==> src/rtl/sha2_sched_pkg.sv <==
package sha2_sched_pkg;
  localparam int LANE_W  = 64;
  localparam int NSLOT   = 4;
  localparam int GRP_W   = LANE_W * NSLOT;
  localparam int HALF_W  = LANE_W / 2;

  typedef enum logic [1:0] {
    SEW_32 = 2'd0,
    SEW_64 = 2'd1
  } sew_e;
endpackage

==> src/rtl/sha2_sigma.sv <==
module sha2_sigma
  import sha2_sched_pkg::*;
#(
  parameter bit SMALL1 = 1'b0  // 0: sigma0, 1: sigma1
) (
  input  logic              is64_i,
  input  logic [LANE_W-1:0] x_i,
  output logic [LANE_W-1:0] y_o
);
  logic [HALF_W-1:0] y32;
  logic [LANE_W-1:0] y64;
  logic [HALF_W-1:0] xl;

  assign xl = x_i[HALF_W-1:0];

  generate
    if (SMALL1) begin : g_s1
      assign y32 = {xl[16:0], xl[31:17]} ^ {xl[18:0], xl[31:19]} ^ (xl >> 10);
      assign y64 = {x_i[18:0], x_i[63:19]} ^ {x_i[60:0], x_i[63:61]} ^ (x_i >> 6);
    end else begin : g_s0
      assign y32 = {xl[6:0], xl[31:7]} ^ {xl[17:0], xl[31:18]} ^ (xl >> 3);
      assign y64 = {x_i[0], x_i[63:1]} ^ {x_i[7:0], x_i[63:8]} ^ (x_i >> 7);
    end
  endgenerate

  assign y_o = is64_i ? y64 : {{HALF_W{1'b0}}, y32};
endmodule

==> src/rtl/sha2_sched_step.sv <==
module sha2_sched_step
  import sha2_sched_pkg::*;
(
  input  logic              is64_i,
  input  logic [LANE_W-1:0] w_t2_i,
  input  logic [LANE_W-1:0] w_t7_i,
  input  logic [LANE_W-1:0] w_t15_i,
  input  logic [LANE_W-1:0] w_t16_i,
  output logic [LANE_W-1:0] w_o
);
  logic [LANE_W-1:0] s1, s0, sum;

  sha2_sigma #(.SMALL1(1'b1)) u_s1 (.is64_i(is64_i), .x_i(w_t2_i),  .y_o(s1));
  sha2_sigma #(.SMALL1(1'b0)) u_s0 (.is64_i(is64_i), .x_i(w_t15_i), .y_o(s0));

  assign sum = s1 + w_t7_i + s0 + w_t16_i;
  // 32-bit mode: drop carries past bit 31
  assign w_o = is64_i ? sum : {{HALF_W{1'b0}}, sum[HALF_W-1:0]};
endmodule

==> src/rtl/sha2_sched_expand.sv <==
module sha2_sched_expand
  import sha2_sched_pkg::*;
(
  input  logic             clk_i,
  input  logic             rst_ni,
  input  logic             valid_i,
  input  logic [1:0]       sew_i,
  input  logic [GRP_W-1:0] grp_a_i,
  input  logic [GRP_W-1:0] grp_b_i,
  input  logic [GRP_W-1:0] grp_c_i,
  output logic             valid_o,
  output logic             err_o,
  output logic [GRP_W-1:0] res_o
);
  logic is64, legal;
  logic [LANE_W-1:0] wa [NSLOT];
  logic [LANE_W-1:0] wb [NSLOT];
  logic [LANE_W-1:0] wc [NSLOT];
  logic [NSLOT-1:0][LANE_W-1:0] nw;
  logic [GRP_W-1:0] res_d;
  logic valid_q, err_q;
  logic [GRP_W-1:0] res_q;

  assign is64  = (sew_i == SEW_64);
  assign legal = is64 || (sew_i == SEW_32);

  function automatic logic [LANE_W-1:0] slot_of(input logic [GRP_W-1:0] g,
                                                input int k, input logic wide);
    return wide ? g[LANE_W*k +: LANE_W] : {{HALF_W{1'b0}}, g[HALF_W*k +: HALF_W]};
  endfunction

  // slot k: A -> W(k); B -> W4,W9,W10,W11; C -> W12,W13,W14,W15
  for (genvar k = 0; k < NSLOT; k++) begin : g_unpack
    assign wa[k] = slot_of(grp_a_i, k, is64);
    assign wb[k] = slot_of(grp_b_i, k, is64);
    assign wc[k] = slot_of(grp_c_i, k, is64);
  end

  // new word 16+i: t-16 = W(i), t-15 = W(i+1) (W4 for i=3),
  // t-7 = W(9+i) (W12 for i=3), t-2 = W14/W15 or freshly made W16/W17
  for (genvar i = 0; i < NSLOT; i++) begin : g_step
    logic [LANE_W-1:0] t2, t7, t15, w_new;
    if (i < 2) begin : g_t2_in
      assign t2 = wc[i+2];
    end else begin : g_t2_chain
      assign t2 = g_step[i-2].w_new;
    end
    if (i < 3) begin : g_mid
      assign t15 = wa[i+1];
      assign t7  = wb[i+1];
    end else begin : g_last
      assign t15 = wb[0];
      assign t7  = wc[0];
    end
    sha2_sched_step u_step (
      .is64_i (is64),
      .w_t2_i (t2),
      .w_t7_i (t7),
      .w_t15_i(t15),
      .w_t16_i(wa[i]),
      .w_o    (w_new)
    );
    assign nw[i] = w_new;
  end

  always_comb begin
    res_d = '0;
    for (int k = 0; k < NSLOT; k++) begin
      if (is64) res_d[LANE_W*k +: LANE_W] = nw[k];
      else      res_d[HALF_W*k +: HALF_W] = nw[k][HALF_W-1:0];
    end
  end

  always_ff @(posedge clk_i or negedge rst_ni) begin
    if (!rst_ni) begin
      valid_q <= 1'b0;
      err_q   <= 1'b0;
      res_q   <= '0;
    end else begin
      valid_q <= valid_i && legal;
      err_q   <= valid_i && !legal;
      if (valid_i && legal) res_q <= res_d;
    end
  end

  assign valid_o = valid_q;
  assign err_o   = err_q;
  assign res_o   = res_q;
endmodule

==> config.mk <==
export PLATFORM = sky130hd
export DESIGN_NAME = sha2_sched_expand
export DESIGN_NICKNAME = d
export VERILOG_FILES = /design/src/rtl/sha2_sched_pkg.sv /design/src/rtl/sha2_sigma.sv /design/src/rtl/sha2_sched_step.sv /design/src/rtl/sha2_sched_expand.sv
export SDC_FILE = /design/constraint.sdc
export NUM_CORES = 2
export LEC_CHECK = 0
export ABC_CLOCK_PERIOD_IN_PS = 1050
export CAP_MARGIN = 40
export CORE_UTILIZATION = 35
export DETAILED_ROUTE_END_ITERATION = 10
export PLACE_DENSITY = 0.6
export SLEW_MARGIN = 20
export SYNTH_ARGS = -nofsm -noshare
export SYNTH_HDL_FRONTEND = slang
export SYNTH_SLANG_ARGS = --single-unit
==> constraint.sdc <==
create_clock -name clk_i -period 1.05 [get_ports clk_i]
set_clock_uncertainty 0.05 [all_clocks]
set_input_delay 0.1575 -clock clk_i [delete_from_list [all_inputs] [get_ports clk_i]]
set_output_delay 0.1575 -clock clk_i [all_outputs]
set_load 0.05 [all_outputs]
==> reports/metrics.cfg <==
[clock_tree]
clockBufferDepth=3
clk_pin_slew_worst_paths_ns=0.07
cts_tree=built
cts_root_buf=clkbuf_16
cts.sinks=258
cts_buffers=28
clock_latency_ns=0.64
htree_levels=1

[detailed_routing]
routedWlPerCell_um=32.05
wirelength_mm=405.5
dr.first_iter.drc_count=7431
postRouteAntennaNets=0
vias_per_cell=5.459
drc=0
drt_first_pass_iters=8
vias=69073

[die]
ios=1031
die_w_um=404.1
core-area_sq_um=160600
initial_core_util_pct=35.23
rows=147
die_area_sq_um=163300
die_h_um=404.1

[global_route]
grt_pass1_vias=67494
grt_first_pass_wirelength_mm=536.7
grt_max_degree=92
overflow=0
grt_use_total_pct=47.66
antenna_found_initial=57

[cells_and_area]
synthToLayoutAreaGrowth_pct=76.26
ff_latch_area_sq_um=6456
final_util_pct=62.11
final_nets=11967
nFillCells=14016
final_common_cell=buf_4
layout_common_cells=2335 x buf_4, 1026 x xnor2_1, 832 x nand2_1, 730 x clkdlybuf4s50_1, 517 x inv_1
multi_input_area_sq_um=51750
layout-drive-gt1-share_pct=35.79

[synthesis]
synth_edf_count=0
synth_top_area_share_pct=17.49
synth_flop_cell=dfrtp_1
yosys.area.top_type=xnor2_1
syn-num-nets=8688
synth-seq-cells=258
async_flop_share_pct=100.0
synth_area_leaders=xnor2_1 17%, fa_1 16%, dfrtp_1 11%
synth_warnings=0
synth.avg_cell_area_sq_um=7.903
syn_area_sq_um=56580
netlist_instances=7159
ys_types=90
yosysSeqAreaShare_pct=11.41

[timing]
rsz0062_at_grt=true
min_period_ns=8.599
slew_violations=0
tightest_slew_ns=0.8153
finalCritPeriodShare_pct=819.0
finalHoldWorstSlack_ns=-0.004188
final_hold_viol_count=4
setup_viol=514
fmax_mhz=116.3
fin_ws_ns=-7.549
slew_headroom_pct=45.65
setup_tns_ns=-1598.28

[setup_path]
critPathMaxStageDelay_ns=0.55
cp_max_fo=3
setup.worst_path.end_class=flop
required_ns=1.49
crit_buf_inv=10
path_delay_family=compound AO/OA/AOI/OAI gates
worstPathArrival_ns=9.04
worst_setup_path_start_kind=input port
cp_slowest_cell=fa_2
crit_top_cell=buf_4
path_class=input port to flop

[placement]
routabilityCongestion=1.117
dp.final_hpwl_mm=355.9
portBuffers=1030

[outcome]
status=finished with violations
violations=negative hold slack, negative setup slack

[flow_run]
cap_viol_max_count=0

[worst_hold_path]
hold_class=input port to asynchronous set/reset pin

==> cell usage after synthesis (all sizes together) (23+ instances only) <==
cell type / number
a211oi: 30
a31oi: 76
a311o: 23
o21bai: 37
a311oi: 26
a22o: 66
ha: 306
xor2: 552
o21a: 46
clkbuf: 358
buf: 77
nor2b: 33
fa: 450
dfrtp: 258
nand2b: 30
nand3: 61
nor2: 491
nand4: 47
a21o: 129
mux2i: 110
o21ai: 483
and2: 199
inv: 543
xnor2: 1136
nor3: 34
and3: 78
a21oi: 399
nand2: 862
==> state kept, by name, indices dropped and copies added, names as in the netlist <==
register  count
res_o       256
err_o         1
valid_o       1
==> stage by stage <==
step	setup WS [ns]	instances	area (sq um)
after floorplan	-7.292	7159	57900
after global placement	-9.041	12428	92540
after detailed placement	-9.167	12430	92570
after CTS	-7.439	12553	95910
after global routing	-7.672	12629	99660
final	-7.549	12652	99720
==> logic make-up after synthesis <==
logic type,Yosys count,share of synthesized area [%]
AO/OA/AOI/OAI,1475,16.21
XOR/XNOR,1694,26.47
adder cells (fa/ha/maj),756,22.69
buffers and inverters,979,6.506
flip-flops,258,11.41
multiplexers,113,2.006
AND/OR/NAND/NOR,1884,14.71
==> tightest hold or removal path, stage by stage <==
cell	delay [ns]
dlygate4sd3_1	0.57
buf_8	0.13
buf_12	0.18
==> worst paths after layout <==
check | to | slack (ns) | startpoint | cells after the start
worst max register to register | res_o[90] | 0.06 | res_o[90] | 2
worst max-delay path | res_o[223] | -7.55 | grp_a_i[139] | 44
max in group asynchronous | res_o[20] | 0.47 | rst_ni | 4
min in group clk_i | res_o[36] | 0.05 | sew_i[0] | 4
worst min register to register | res_o[17] | 0.49 | res_o[17] | 2
worst min-delay path | res_o[205] | -0.004 | rst_ni | 3
==> routing by layer <==
| layer | wire length (um) | global-route usage (%) | vias up |
|---|---|---|---|
| li1 | - | - | 29944 |
| met1 | 151100 | 57.45 | 33649 |
| met2 | 173100 | 72.19 | 4277 |
| met3 | 40480 | 12.00 | 1171 |
| met4 | 40580 | 37.87 | 32 |
| met5 | 203 | 0 | - |
==> final cells by class <==
type | instances | share of cell area [%]
clock buffer | 40 | 0.8381
tap | 2160 | 2.710
antenna | 32 | 0.08030
inverter | 544 | 2.049
timing repair buffer | 3684 | 35.83
clock inverter | 12 | 0.1192
sequential | 258 | 6.474
multi-input combinational | 5922 | 51.90
==> timing repair <==
action / CTS / global route
hold buffers: 4 / 0
setup endpoints to repair: 514 / 514
buffers inserted: 74 / 97
endpoints found under the hold margin: 261 / 0
resized for setup: 415 / 653
pin swaps: 205 / 377
cloned: 1 / 4
Power is not shown: default switching activity piles up to over one toggle a cycle in this logic, so the estimate is an artifact.
